**config.mk**
```make
export PLATFORM = sky130hd
export DESIGN_NAME = cfgsp_top
export DESIGN_NICKNAME = d
export VERILOG_FILES = /design/src/rtl/cfgsp_pkg.sv /design/src/rtl/cfgsp_hdr.sv /design/src/rtl/cfgsp_pm.sv /design/src/rtl/cfgsp_msi.sv /design/src/rtl/cfgsp_top.sv
export SDC_FILE = /design/constraint.sdc
export NUM_CORES = 1
export LEC_CHECK = 0
export BUFFER_PORTS_ARGS = -buffer_cell sky130_fd_sc_hd__buf_2
export CAP_MARGIN = 5
export CELL_PAD_IN_SITES_DETAIL_PLACEMENT = 0
export CELL_PAD_IN_SITES_GLOBAL_PLACEMENT = 1
export CORE_AREA = 2 2 150 152
export CTS_BUF_LIST = sky130_fd_sc_hd__clkbuf_4
export CTS_CLUSTER_DIAMETER = 80
export DETAILED_ROUTE_END_ITERATION = 7
export DIE_AREA = 0 0 152 154
export GPL_ROUTABILITY_DRIVEN = 0
export PLACE_DENSITY = 0.59
export SYNTH_ARGS = -nofsm -noshare
export SYNTH_HDL_FRONTEND = slang
export SYNTH_HIERARCHICAL = 1
export SYNTH_SLANG_ARGS = --single-unit
```
**constraint.sdc**
```tcl
create_clock -name clk -period 5 [get_ports clk]
set_input_delay 0.5 -clock clk [delete_from_list [all_inputs] [get_ports clk]]
set_output_delay 0.5 -clock clk [all_outputs]
set_load 0.05 [all_outputs]
```
**src/rtl/cfgsp_pkg.sv**
```systemverilog
package cfgsp_pkg;

    localparam int CFG_DW_AW = 6;
    localparam int HDR_LAST_DW = 15;

    localparam logic [15:0] CMD_WMASK       = 16'h0547;
    localparam int          STS_CAPLIST_BIT = 4;

    localparam logic [7:0] CAP_ID_PM     = 8'h01;
    localparam logic [7:0] CAP_ID_MSI    = 8'h05;
    localparam logic [7:0] CAP_CHAIN_END = 8'h00;

    localparam logic [7:0] PM_BASE_BYTE  = 8'h40;
    localparam logic [7:0] PM_LEN_BYTES  = 8'h08;
    localparam logic [7:0] MSI_BASE_BYTE = PM_BASE_BYTE + PM_LEN_BYTES;

    localparam logic [31:0] PM_CSR_WMASK  = 32'h0000_0103;
    localparam logic [31:0] MSI_CTL_WMASK = 32'h0071_0000;
    localparam logic [31:0] MSI_DATA_MASK = 32'h0000_FFFF;
    localparam logic [31:0] MSI_ALO_MASK  = 32'hFFFF_FFFC;

    typedef enum logic [1:0] {
        PS_D0    = 2'd0,
        PS_D1    = 2'd1,
        PS_D2    = 2'd2,
        PS_D3HOT = 2'd3
    } pwr_state_e;

    typedef struct packed {
        logic                 valid;
        logic                 write;
        logic [CFG_DW_AW-1:0] dw;
        logic [3:0]           be;
        logic [31:0]          data;
    } cfg_req_t;

    function automatic logic [CFG_DW_AW-1:0] byte_to_dw(input logic [7:0] b);
        return CFG_DW_AW'(b >> 2);
    endfunction

    function automatic logic [31:0] be_merge(input logic [31:0] cur,
                                             input logic [31:0] nw,
                                             input logic [3:0]  be);
        logic [31:0] res;
        for (int i = 0; i < 4; i++) begin
            res[i*8 +: 8] = be[i] ? nw[i*8 +: 8] : cur[i*8 +: 8];
        end
        return res;
    endfunction

    function automatic logic is_write_to(input cfg_req_t r,
                                         input logic [CFG_DW_AW-1:0] dw);
        return r.valid && r.write && (r.dw == dw);
    endfunction

endpackage

```
**src/rtl/cfgsp_hdr.sv**
```systemverilog
module cfgsp_hdr
    import cfgsp_pkg::*;
#(
    parameter logic [15:0] VENDOR_ID  = 16'h1A2B,
    parameter logic [15:0] DEVICE_ID  = 16'h3C4D,
    parameter logic [7:0]  REV_ID     = 8'h02,
    parameter logic [23:0] CLASS_CODE = 24'h058000,
    parameter logic [15:0] SUBSYS_VID = 16'h1A2B,
    parameter logic [15:0] SUBSYS_ID  = 16'h0001,
    parameter logic [7:0]  INT_PIN    = 8'h01,
    parameter logic [7:0]  CAP_PTR    = 8'h40
) (
    input  logic        clk,
    input  logic        rst,
    input  cfg_req_t    req,
    output logic [31:0] rd_data
);

    localparam logic [CFG_DW_AW-1:0] DW_ID     = 6'd0;
    localparam logic [CFG_DW_AW-1:0] DW_CMDSTS = 6'd1;
    localparam logic [CFG_DW_AW-1:0] DW_CLASS  = 6'd2;
    localparam logic [CFG_DW_AW-1:0] DW_SUBSYS = 6'd11;
    localparam logic [CFG_DW_AW-1:0] DW_CAPPTR = 6'd13;
    localparam logic [CFG_DW_AW-1:0] DW_INTR   = 6'd15;
    localparam logic [31:0] STS_FIXED = 32'h1 << (16 + STS_CAPLIST_BIT);
    localparam logic [31:0] CMD_MASK32 = {16'h0000, CMD_WMASK};

    logic [31:0] cmd_q;
    logic [31:0] cmd_merged;

    assign cmd_merged = be_merge(cmd_q, req.data, req.be);

    always_ff @(posedge clk) begin
        if (rst) begin
            cmd_q <= '0;
        end else if (is_write_to(req, DW_CMDSTS)) begin
            cmd_q <= cmd_merged & CMD_MASK32;
        end
    end

    always_comb begin
        rd_data = '0;
        case (req.dw)
            DW_ID:     rd_data = {DEVICE_ID, VENDOR_ID};
            DW_CMDSTS: rd_data = cmd_q | STS_FIXED;
            DW_CLASS:  rd_data = {CLASS_CODE, REV_ID};
            DW_SUBSYS: rd_data = {SUBSYS_ID, SUBSYS_VID};
            DW_CAPPTR: rd_data = {24'h000000, CAP_PTR};
            DW_INTR:   rd_data = {16'h0000, INT_PIN, 8'h00};
            default:   rd_data = '0;
        endcase
    end

endmodule

```
**src/rtl/cfgsp_pm.sv**
```systemverilog
module cfgsp_pm
    import cfgsp_pkg::*;
#(
    parameter logic [CFG_DW_AW-1:0] BASE_DW  = 6'd16,
    parameter logic [7:0]           NEXT_PTR = 8'h48,
    parameter logic [15:0]          PMC      = 16'h0003
) (
    input  logic        clk,
    input  logic        rst,
    input  cfg_req_t    req,
    output logic [31:0] rd_data,
    output pwr_state_e  pwr_state
);

    localparam logic [CFG_DW_AW-1:0] CSR_DW = BASE_DW + 6'd1;

    logic [31:0] csr_q;
    logic [31:0] csr_merged;
    logic [31:0] csr_next;
    logic        ps_ok;

    assign csr_merged = be_merge(csr_q, req.data, req.be);
    assign ps_ok = (csr_merged[1:0] == PS_D0) || (csr_merged[1:0] == PS_D3HOT);

    always_comb begin
        csr_next = csr_merged & PM_CSR_WMASK;
        if (!ps_ok) begin
            csr_next[1:0] = csr_q[1:0];
        end
    end

    always_ff @(posedge clk) begin
        if (rst) begin
            csr_q <= '0;
        end else if (is_write_to(req, CSR_DW)) begin
            csr_q <= csr_next;
        end
    end

    assign pwr_state = pwr_state_e'(csr_q[1:0]);

    always_comb begin
        rd_data = '0;
        if (req.dw == BASE_DW) begin
            rd_data = {PMC, NEXT_PTR, CAP_ID_PM};
        end else if (req.dw == CSR_DW) begin
            rd_data = csr_q;
        end
    end

endmodule

```
**src/rtl/cfgsp_msi.sv**
```systemverilog
module cfgsp_msi
    import cfgsp_pkg::*;
#(
    parameter logic [CFG_DW_AW-1:0] BASE_DW = 6'd18,
    parameter logic [2:0]           MMC     = 3'd2,
    parameter bit                   ADDR64  = 1'b1
) (
    input  logic        clk,
    input  logic        rst,
    input  cfg_req_t    req,
    output logic [31:0] rd_data,
    output logic        msi_en
);

    localparam logic [CFG_DW_AW-1:0] ALO_DW  = BASE_DW + 6'd1;
    localparam logic [CFG_DW_AW-1:0] AHI_DW  = BASE_DW + 6'd2;
    localparam logic [CFG_DW_AW-1:0] DATA_DW = ADDR64 ? BASE_DW + 6'd3 : BASE_DW + 6'd2;
    localparam logic [31:0] CTL_FIXED =
        {8'h00, ADDR64, 3'b000, MMC, 1'b0, CAP_CHAIN_END, CAP_ID_MSI};

    logic [31:0] ctl_q;
    logic [31:0] ctl_masked;
    logic [31:0] ctl_next;
    logic [31:0] alo_q;
    logic [31:0] data_q;
    logic [31:0] ahi_w;

    assign ctl_masked = be_merge(ctl_q, req.data, req.be) & MSI_CTL_WMASK;

    always_comb begin
        ctl_next = ctl_masked;
        if (ctl_masked[22:20] > MMC) begin
            ctl_next[22:20] = MMC;
        end
    end

    always_ff @(posedge clk) begin
        if (rst) begin
            ctl_q  <= '0;
            alo_q  <= '0;
            data_q <= '0;
        end else begin
            if (is_write_to(req, BASE_DW)) begin
                ctl_q <= ctl_next;
            end
            if (is_write_to(req, ALO_DW)) begin
                alo_q <= be_merge(alo_q, req.data, req.be) & MSI_ALO_MASK;
            end
            if (is_write_to(req, DATA_DW)) begin
                data_q <= be_merge(data_q, req.data, req.be) & MSI_DATA_MASK;
            end
        end
    end

    generate
        if (ADDR64) begin : g_addr_hi
            logic [31:0] ahi_q;
            always_ff @(posedge clk) begin
                if (rst) begin
                    ahi_q <= '0;
                end else if (is_write_to(req, AHI_DW)) begin
                    ahi_q <= be_merge(ahi_q, req.data, req.be);
                end
            end
            assign ahi_w = ahi_q;
        end else begin : g_addr32
            assign ahi_w = '0;
        end
    endgenerate

    assign msi_en = ctl_q[16];

    always_comb begin
        rd_data = '0;
        if (req.dw == BASE_DW) begin
            rd_data = ctl_q | CTL_FIXED;
        end else if (req.dw == ALO_DW) begin
            rd_data = alo_q;
        end else if (req.dw == DATA_DW) begin
            rd_data = data_q;
        end else if (ADDR64 && (req.dw == AHI_DW)) begin
            rd_data = ahi_w;
        end
    end

endmodule

```
**src/rtl/cfgsp_top.sv**
```systemverilog
module cfgsp_top
    import cfgsp_pkg::*;
#(
    parameter logic [15:0] VENDOR_ID  = 16'h1A2B,
    parameter logic [15:0] DEVICE_ID  = 16'h3C4D,
    parameter logic [7:0]  REV_ID     = 8'h02,
    parameter logic [23:0] CLASS_CODE = 24'h058000,
    parameter logic [15:0] SUBSYS_VID = 16'h1A2B,
    parameter logic [15:0] SUBSYS_ID  = 16'h0001,
    parameter logic [7:0]  INT_PIN    = 8'h01,
    parameter logic [15:0] PM_CAPS    = 16'h0003,
    parameter logic [2:0]  MSI_MMC    = 3'd2,
    parameter bit          MSI_ADDR64 = 1'b1
) (
    input  logic                 clk,
    input  logic                 rst,
    input  logic                 req_valid,
    input  logic                 req_write,
    input  logic [CFG_DW_AW-1:0] req_dw,
    input  logic [3:0]           req_be,
    input  logic [31:0]          req_wdata,
    output logic                 rsp_valid,
    output logic [31:0]          rsp_rdata
);

    localparam logic [CFG_DW_AW-1:0] PM_DW  = byte_to_dw(PM_BASE_BYTE);
    localparam logic [CFG_DW_AW-1:0] MSI_DW = byte_to_dw(MSI_BASE_BYTE);

    cfg_req_t    req;
    logic [31:0] hdr_rd;
    logic [31:0] pm_rd;
    logic [31:0] msi_rd;
    logic [31:0] rd_any;
    logic        msi_en_w;
    pwr_state_e  pm_state_w;

    assign req = '{valid: req_valid, write: req_write, dw: req_dw,
                   be: req_be, data: req_wdata};

    cfgsp_hdr #(
        .VENDOR_ID (VENDOR_ID),
        .DEVICE_ID (DEVICE_ID),
        .REV_ID    (REV_ID),
        .CLASS_CODE(CLASS_CODE),
        .SUBSYS_VID(SUBSYS_VID),
        .SUBSYS_ID (SUBSYS_ID),
        .INT_PIN   (INT_PIN),
        .CAP_PTR   (PM_BASE_BYTE)
    ) u_hdr (
        .clk    (clk),
        .rst    (rst),
        .req    (req),
        .rd_data(hdr_rd)
    );

    cfgsp_pm #(
        .BASE_DW (PM_DW),
        .NEXT_PTR(MSI_BASE_BYTE),
        .PMC     (PM_CAPS)
    ) u_pm (
        .clk      (clk),
        .rst      (rst),
        .req      (req),
        .rd_data  (pm_rd),
        .pwr_state(pm_state_w)
    );

    cfgsp_msi #(
        .BASE_DW(MSI_DW),
        .MMC    (MSI_MMC),
        .ADDR64 (MSI_ADDR64)
    ) u_msi (
        .clk    (clk),
        .rst    (rst),
        .req    (req),
        .rd_data(msi_rd),
        .msi_en (msi_en_w)
    );

    assign rd_any = hdr_rd | pm_rd | msi_rd;

    always_ff @(posedge clk) begin
        if (rst) begin
            rsp_valid <= 1'b0;
            rsp_rdata <= '0;
        end else begin
            rsp_valid <= req_valid && !req_write;
            if (req_valid && !req_write) begin
                rsp_rdata <= rd_any;
            end
        end
    end

endmodule

```
==> reports/summary.txt, run 1 <==
Starting Density = 0.296
Max Root-Sink Buffers = 2
CP max FO = 30
TritonCTS clock tree = built
Synth-to-layout area growth = 10.1%
Switch share = 0.280
Fin crit period = 2490 ps
PostCTS Resize Cnt = 0
Delay of the slowest cell on the worst path = 640 ps
CP cell instances = buf_2 > nor3b_1 > and2_2 > buf_4 > nand2_1 > a21oi_1 > nor4b_1 > a221oi_2
Die W = 152 µm
Num rows = 54
Post-CTS Hold Buffers = 0
P_int = 0.00152 W
Clock skew = 15.6 ps
DR DRC count = 0
Final setup vio count = 0
Clock sink count = 124
Sequential Area = 2480 µm²
Synth Area per Inst = 8.68 µm²
Clock slew at reported path FFs = 110 ps
Mapped cell area = 6420 µm²
LEAKAGE = 2.59 nW
Crit path setup slack, layout = 2510 ps
CTS buffer count = 17
Fin crit share = 0.498
Psw = 0.000590 W
Crit Path Class = input port to register
Boundary pin count = 79
# fillers = 2,311
Post-CTS Setup Inserts = 0
Crit end category = register
Slowest CP cell = and2_2
Vias in the first global route = 4,896
First-pass GRT wire length = 29,100 µm
Combinational share of power = 0.120
Via count = 5,111
Critical Path RT = 5440 ps
Final hold viol count = 0
Die H = 154 µm
Worst setup SP type = input port
Pwr dens = 299 nW/µm²
Worst Max-Slew Pin Slew = 1010 ps
Routed vias/inst = 4.75
Final Util = 0.326
Root Buffer = clkbuf_4
Worst-Skew Late Latency = 540 ps
DR WL/cell = 17.0 µm
RSZ-0062 raised after global routing = false
Seq pwr share = 0.483
Mapped Cells = 739
Multi-input logic area = 3170 µm²
Htree depth = 4
Drt initial violations = 312
Critical Path AT = 2930 ps
Nets = 828
Post-DP HPWL = 12,600 µm
Largest net degree at the start of global routing = 55
Clock power share = 0.397
Core Box Area = 21,700 µm²
Status = completed
Max IR drop VDD = 0.142 mV
Max-slew violation count = 0
Die footprint = 23,400 µm²
Initial DRT Pass Iterations = 5
Synth Warn # = 6
WL final = 18,300 µm
Count of input and output buffers = 78
Fmax = 402 MHz
Share of cells above drive strength 1 = 0.199
Slew headroom = 0.322
Initial antenna violation count = 2
Max cap viols = 0
Placement Setup Slack = 1950 ps
HP Class = input port to register
Total GRT Usage = 0.159
Sum Neg Setup Slack = 0 ps
Grt ovf = 0
Antenna Violating Nets Remaining = 0
-- placed cells by master, fill, tap and decap left out, types with 6 or more instances in the layout --
cell type / count
nor2_1: 63
nor4b_1: 33
o21ai_0: 13
a22o_1: 10
inv_1: 73
nand3_1: 39
o31ai_1: 6
a22oi_1: 13
and3_1: 8
conb_1: 35
mux2i_1: 50
clkbuf_4: 18
a21oi_1: 50
nand4_1: 8
buf_2: 77
nand2_1: 73
buf_4: 9
a221oi_2: 29
dfxtp_1: 124
-- worst max-delay path, delay by kind of cell --
family | cells | cell delay [ps]
AO/OA/AOI/OAI | 2 | 440
buffers and inverters | 2 | 680
AND/OR/NAND/NOR | 4 | 1300
-- state kept, by name, indices dropped and copies added, names as in the netlist --
| signal | cells |
|---|---|
| u_msi/alo_q | 30 |
| u_hdr/cmd_q | 6 |
| rsp_valid | 1 |
| rsp_rdata | 32 |
| u_msi/ctl_q | 4 |
| u_msi/ahi_w | 32 |
| u_pm/csr_q | 3 |
| u_msi/data_q | 16 |
-- metal layers --
metal / global-route usage / share of wire
met1: 0.233 / 0.52
met2: 0.230 / 0.43
met3: 0.0375 / 0.041
met5: 0 / 0
met4: 0.0476 / 0.015
-- final timing paths --
| kind | startpoint | end | slack [ps] | depth (start not counted) |
|---|---|---|---|---|
| worst min-delay path | req_wdata[13] | u_msi/ahi_w[13]$_SDFFE_PP0P_ | 230 | 3 |
| worst max-delay path | req_dw[2] | rsp_rdata[22]$_SDFFE_PP0P_ | 2510 | 8 |
| worst max register to register | u_msi/ahi_w[0]$_SDFFE_PP0P_ | rsp_rdata[0]$_SDFFE_PP0P_ | 3470 | 5 |
| worst min register to register | u_msi/ahi_w[31]$_SDFFE_PP0P_ | u_msi/ahi_w[31]$_SDFFE_PP0P_ | 460 | 2 |
-- cell type report --
type / instances / area share
multi-input combinational: 480 / 0.448
sequential: 124 / 0.351
timing repair buffer: 86 / 0.0641
tap: 280 / 0.0496
inverter: 73 / 0.0388
clock inverter: 14 / 0.0283
clock buffer: 18 / 0.0191
antenna: 2 / 0.000708
-- power by group through the flow --
stage	logic [W]	registers, W	clock network [W]
floorplan	0.000134	0.00110	0
global placement	0.000254	0.00104	0
detailed placement	0.000255	0.00104	0
CTS	0.000256	0.00102	0.000865
global route	0.000275	0.00102	0.000907
finish	0.000254	0.00102	0.000837
-- through the flow --
step | total power (W) | hold WS [ps] | cells | area [µm²]
after detailed placement | 0.00130 | 447 | 1043 | 6730
after global placement | 0.00130 | 443 | 1043 | 6730
after CTS | 0.00214 | 174 | 1075 | 7060
after floorplan | 0.00123 | 433 | 772 | 6540
final | 0.00211 | 227 | 1077 | 7070
after global routing | 0.00220 | 180 | 1076 | 7060
(Power assumes the default switching activity.)
==> run 2: changes to the inputs <==
--- a/config.mk
+++ b/config.mk
@@ -15,7 +15,7 @@
 export DETAILED_ROUTE_END_ITERATION = 7
 export DIE_AREA = 0 0 152 154
 export GPL_ROUTABILITY_DRIVEN = 0
-export PLACE_DENSITY = 0.59
+export PLACE_DENSITY = 0.61
 export SYNTH_ARGS = -nofsm -noshare
 export SYNTH_HDL_FRONTEND = slang
 export SYNTH_HIERARCHICAL = 1
==> constraint.sdc (replaced) <==
create_clock -name clk -period 2.02 [get_ports clk]
set_input_delay 0.202 -clock clk [delete_from_list [all_inputs] [get_ports clk]]
set_output_delay 0.202 -clock clk [all_outputs]
set_load 0.05 [all_outputs]
==> run 2 against run 1 <==
  * Wire length is 1.1% higher
  * Hold slack worse by 180 ps
  * Sequential share of layout area is 4.0 points lower
  * Global-route usage is 0.16 points higher
  * Die area stayed put
  * Combinational power grew to 2.9 times the previous value
  * Sequential power is 150% higher
  * Critical path type unchanged
  * Largest cell class unchanged
==> reports/summary.txt, run 2 (synthesized netlist as in run 1, its figures left out) <==
Starting Density = 0.296
Boundary pin count = 79
Drt initial violations = 426
Critical Path RT = 2510 ps
Crit path setup slack, layout = 472 ps
Worst Max-Slew Pin Slew = 627 ps
Clock sink count = 124
Vias in the first global route = 5,252
LEAKAGE = 3.05 nW
Fmax = 646 MHz
Sum Neg Setup Slack = 0 ps
Via count = 5,436
Initial antenna violation count = 2
DR WL/cell = 15.9 µm
Routed vias/inst = 4.66
Worst setup SP type = input port
Largest net degree at the start of global routing = 46
Final Util = 0.367
RSZ-0062 raised after global routing = false
Share of cells above drive strength 1 = 0.241
Tot Pwr = 0.00536 W
Count of input and output buffers = 78
Critical Path AT = 2040 ps
Antenna Violating Nets Remaining = 0
Max IR drop VDD = 0.375 mV
Final hold viol count = 0
Pwr dens = 673 nW/µm²
Max Root-Sink Buffers = 2
Nets = 917
Grt ovf = 0
Max cap viols = 0
Status = completed
Fin crit share = 0.767
Die footprint = 23,400 µm²
First-pass GRT wire length = 29,500 µm
Root Buffer = clkbuf_4
Placement Setup Slack = -16.4 ps
Num rows = 54
DR DRC count = 0
Htree depth = 4
Commonest non-fill, non-tap cells in the layout = 124 x dfxtp_1, 77 x buf_2, 73 x inv_1, 73 x nand2_1, 63 x nor2_1
Max-slew violation count = 0
Initial DRT Pass Iterations = 4
Crit end category = register
Crit Path Class = input port to register
Clock slew at reported path FFs = 110 ps
Total GRT Usage = 0.161
CP max FO = 7
HP Class = input port to register
Die H = 154 µm
TritonCTS clock tree = built
Post-DP HPWL = 13,100 µm
Clock skew = 14.4 ps
Final setup vio count = 0
Core Box Area = 21,700 µm²
Worst-Skew Late Latency = 550 ps
CTS buffer count = 17
Post-CTS Setup Inserts = 0
Most common cell after layout, fill and taps aside = dfxtp_1
Fin crit period = 1550 ps
Slew headroom = 0.582
WL final = 18,500 µm
Synth-to-layout area growth = 24.1%
Die W = 152 µm
run 2: final timing paths:
path / slack [ps] / cells after the start / start / to
max reg2reg: 550 / 5 / u_hdr/cmd_q[8]$_SDFFE_PP0P_ / rsp_rdata[8]$_SDFFE_PP0P_
min reg2reg: 460 / 2 / u_msi/ahi_w[29]$_SDFFE_PP0P_ / u_msi/ahi_w[29]$_SDFFE_PP0P_
min: 50 / 3 / req_be[0] / u_hdr/cmd_q[6]$_SDFFE_PP0P_
max: 470 / 7 / req_dw[3] / u_msi/ctl_q[20]$_SDFFE_PP0P_
run 2: metal layers:
metal / vias to the layer above / track usage / wire length [µm]
met2: 109 / 0.236 / 7820
met3: 18 / 0.0369 / 712
met4: 0 / 0.0432 / 261
met1: 2541 / 0.235 / 9690
met5: - / 0 / 0
li1: 2768 / - / -
run 2: layout make-up:
| type | count | area, µm² |
|---|---|---|
| diodes | 2 | 5.00 |
| clock buffers | 19 | 143 |
| clock inverters | 13 | 198 |
| fillers | 2293 | 13700 |
| inverters | 73 | 274 |
| multi-input cells | 480 | 3170 |
| flip-flops and latches | 124 | 2480 |
| well taps | 280 | 350 |
| repair buffers | 175 | 1350 |
run 2: worst max-delay path, stage by stage:
cell and delay (ps):
buf_2 140, or4b_4 570, buf_4 200, nor2_1 200, nand4_1 110, dlygate4sd3_1 560, nand2_1 50
run 2: per-stage QoR:
step	cell area, µm²	hold slack (ps)	cells
3_5_place_dp	7270	448	1097
6_report	7960	46.1	1166
3_3_place_gp	7270	443	1097
2_1_floorplan	6540	271	772
4_1_cts	7960	7.59	1164
5_1_grt	7960	15.0	1165
run 2: what timing repair did:
action / CTS / global route
gates resized for setup: 0 / 0
setup endpoints to repair: 0 / 0
endpoints found under the hold margin: 87 / 0
hold buffers: 35 / 0
run 2: where the power goes:
group          switching (W)  total [W]  internal (W)
registers          0.0000232    0.00251       0.00249
logic               0.000471   0.000734      0.000263
clock network       0.000990    0.00211       0.00112
==> run 3: changes to the inputs <==
--- a/config.mk
+++ b/config.mk
@@ -5,17 +5,18 @@
 export SDC_FILE = /design/constraint.sdc
 export NUM_CORES = 1
 export LEC_CHECK = 0
+export ABC_AREA = 1
 export BUFFER_PORTS_ARGS = -buffer_cell sky130_fd_sc_hd__buf_2
 export CAP_MARGIN = 5
 export CELL_PAD_IN_SITES_DETAIL_PLACEMENT = 0
 export CELL_PAD_IN_SITES_GLOBAL_PLACEMENT = 1
-export CORE_AREA = 2 2 150 152
+export CORE_AREA = 2 2 162 164
 export CTS_BUF_LIST = sky130_fd_sc_hd__clkbuf_4
 export CTS_CLUSTER_DIAMETER = 80
 export DETAILED_ROUTE_END_ITERATION = 7
-export DIE_AREA = 0 0 152 154
+export DIE_AREA = 0 0 164 166
 export GPL_ROUTABILITY_DRIVEN = 0
-export PLACE_DENSITY = 0.61
+export PLACE_DENSITY = 0.63
 export SYNTH_ARGS = -nofsm -noshare
 export SYNTH_HDL_FRONTEND = slang
 export SYNTH_HIERARCHICAL = 1
==> constraint.sdc (replaced) <==
create_clock -name clk -period 1.6 [get_ports clk]
set_input_delay 0.16 -clock clk [delete_from_list [all_inputs] [get_ports clk]]
set_output_delay 0.16 -clock clk [all_outputs]
set_load 0.05 [all_outputs]
==> run 3 against run 2 <==
  * Wire length increased by 10%
  * Via count increased by 22%
  * Sequential cell count unchanged
  * Critical endpoint is now rsp_rdata[15]
  * Clock-buffer cell count unchanged
  * Critical path type is now register to primary output
  * Global-route usage decreased by 0.46 points
  * Clock power about the same
  * Area after synthesis increased by 17%
  * Largest cell class unchanged
  * Sequential power increased by 27%
  * Sequential share of layout area decreased by 2.6 points
  * Non-clock buffer count decreased by 33
  * Hold slack got worse by 2.6 ps
==> reports/summary.txt, run 3 <==
Die H = 166 µm
Post-DP HPWL = 14,500 µm
Most common cell after layout, fill and taps aside = nand2_1
Largest net degree at the start of global routing = 52
Mapped Cells = 1,215
Buf/Inv on CP = 1
CP cell instances = buf_2
Root Buffer = clkbuf_4
Share of cells above drive strength 1 = 0.152
Grt ovf = 0
Antenna Violating Nets Remaining = 0
Vias in the first global route = 6,168
TritonCTS clock tree = built
Multi-input logic area = 3430 µm²
HP Class = input port to register
RSZ-0062 raised after global routing = false
Routed vias/inst = 3.99
Status = completed
Crit Path Class = register to primary output
Max IR drop VDD = 0.335 mV
CP max FO = 2
Sum Neg Setup Slack = 0 ps
Seq pwr share = 0.508
Max Root-Sink Buffers = 2
WL final = 20,400 µm
Initial DRT Pass Iterations = 4
Worst setup SP type = register
Max-slew violation count = 0
Fin crit share = 0.848
Synth Area per Inst = 6.18 µm²
# fillers = 2,896
Clock sink count = 124
DR WL/cell = 12.3 µm
Final hold viol count = 0
Psw = 0.00189 W
Count of input and output buffers = 78
Clock skew = 21.2 ps
Post-DP Area = 8120 µm²
Cell family with most CP delay = flip-flops
Final Util = 0.339
Worst-Skew Late Latency = 530 ps
Delay of the slowest cell on the worst path = 390 ps
Boundary pin count = 79
Die footprint = 27,200 µm²
Switch share = 0.302
Slowest CP cell = dfxtp_1
Top Usage Layer GRT = met1
Initial antenna violation count = 2
Via count = 6,631
Critical Path AT = 1200 ps
Mapped cell area = 7510 µm²
Num rows = 59
Placed insts = 1,600
Commonest non-fill, non-tap cells in the layout = 327 x nand2_1, 271 x inv_1, 231 x nor2_1, 124 x dfxtp_1, 78 x buf_2
Total GRT Usage = 0.156
GR Layer Usage met2 = 0.226
Fin cells = 1,661
P_int = 0.00437 W
GRT met3 Usage = 0.0307
Sequential Area = 2480 µm²
Clock power share = 0.336
PostCTS Resize Cnt = 0
Die W = 164 µm
Crit end category = primary output
Synth-to-layout area growth = 15.6%
Htree depth = 4
Combinational share of power = 0.156
Pwr dens = 721 nW/µm²
First-pass GRT wire length = 33,100 µm
Fmax = 737 MHz
Critical Path RT = 1440 ps
CTS buffer count = 17
Design area = 8680 µm²
Final setup vio count = 0
Post-CTS Setup Inserts = 0
Drt initial violations = 374
Tot Pwr = 0.00626 W
Max cap viols = 0
Clock slew at reported path FFs = 110 ps
Core Box Area = 25,600 µm²
Met1 usage = 0.235
Synth Warn # = 6
Starting Density = 0.293
LEAKAGE = 4.43 nW
Nets = 1,361
DR DRC count = 0
Fin crit period = 1360 ps
==> run 3: changes by cell type in the layout (fill, tap and decap cells not counted), moves of 33 or more <==
cell,previous run,this run
nor2_1,63,231
nand2_1,73,327
nor4b_1,33,0
a21oi_1,50,4
nand4_1,8,55
mux2i_1,50,0
inv_1,73,271
==> run 3: area by class of cell <==
class	instances	share of cell area
inverters	282	0.122
repair buffers	142	0.119
well taps	335	0.0483
diodes	1	0.000288
flip-flops and latches	124	0.286
multi-input cells	748	0.395
clock inverters	10	0.0118
clock buffers	19	0.0164
==> run 3: worst paths after layout <==
check | start | to | slack (ps) | cells past startpoint
setup / recovery | rsp_rdata[15]$_SDFFE_PP0P_ | rsp_rdata[15] | 240 | 1
hold / removal | req_wdata[0] | u_hdr/cmd_q[0]$_SDFFE_PP0P_ | 40 | 5
setup reg to reg | u_msi/alo_q[2]$_SDFFE_PP0P_ | rsp_rdata[2]$_SDFFE_PP0P_ | 550 | 6
hold reg to reg | u_msi/ctl_q[22]$_SDFFE_PP0P_ | u_msi/ctl_q[22]$_SDFFE_PP0P_ | 470 | 2
==> run 3: what timing repair did <==
item | 4_1_cts | 5_1_grt
hold endpoints to repair | 79 | 0
endpoints found under the setup margin | 0 | 0
hold buffers | 31 | 0
==> run 3: tightest hold or removal path: stages <==
cell and delay [ps]:
buf_2 140, inv_1 60, nand3_1 60, nand2_1 60, nor2_1 30
==> run 3: through the flow <==
step	hold slack, ps	setup slack (ps)
2_1_floorplan	229	299
3_5_place_dp	408	-78.7
3_3_place_gp	398	-88.0
4_1_cts	4.01	173
6_report	43.6	242
5_1_grt	28.3	144
==> run 3: power by group through the flow <==
| stage | combinational [W] | clock [W] | sequential (W) |
|---|---|---|---|
| floorplan | 0.000496 | 0 | 0.00344 |
| global placement | 0.000923 | 0 | 0.00325 |
| global route | 0.00109 | 0.00233 | 0.00319 |
| detailed placement | 0.000924 | 0 | 0.00325 |
| finish | 0.000975 | 0.00210 | 0.00318 |
| CTS | 0.000984 | 0.00221 | 0.00318 |
==> run 3: metal layers <==
layer  vias to the layer above  share of wire
li1                       3686              -
met1                      2829           0.54
met2                       107           0.41
met3                         7          0.042
met4                         2         0.0064
met5                         -        0.00034
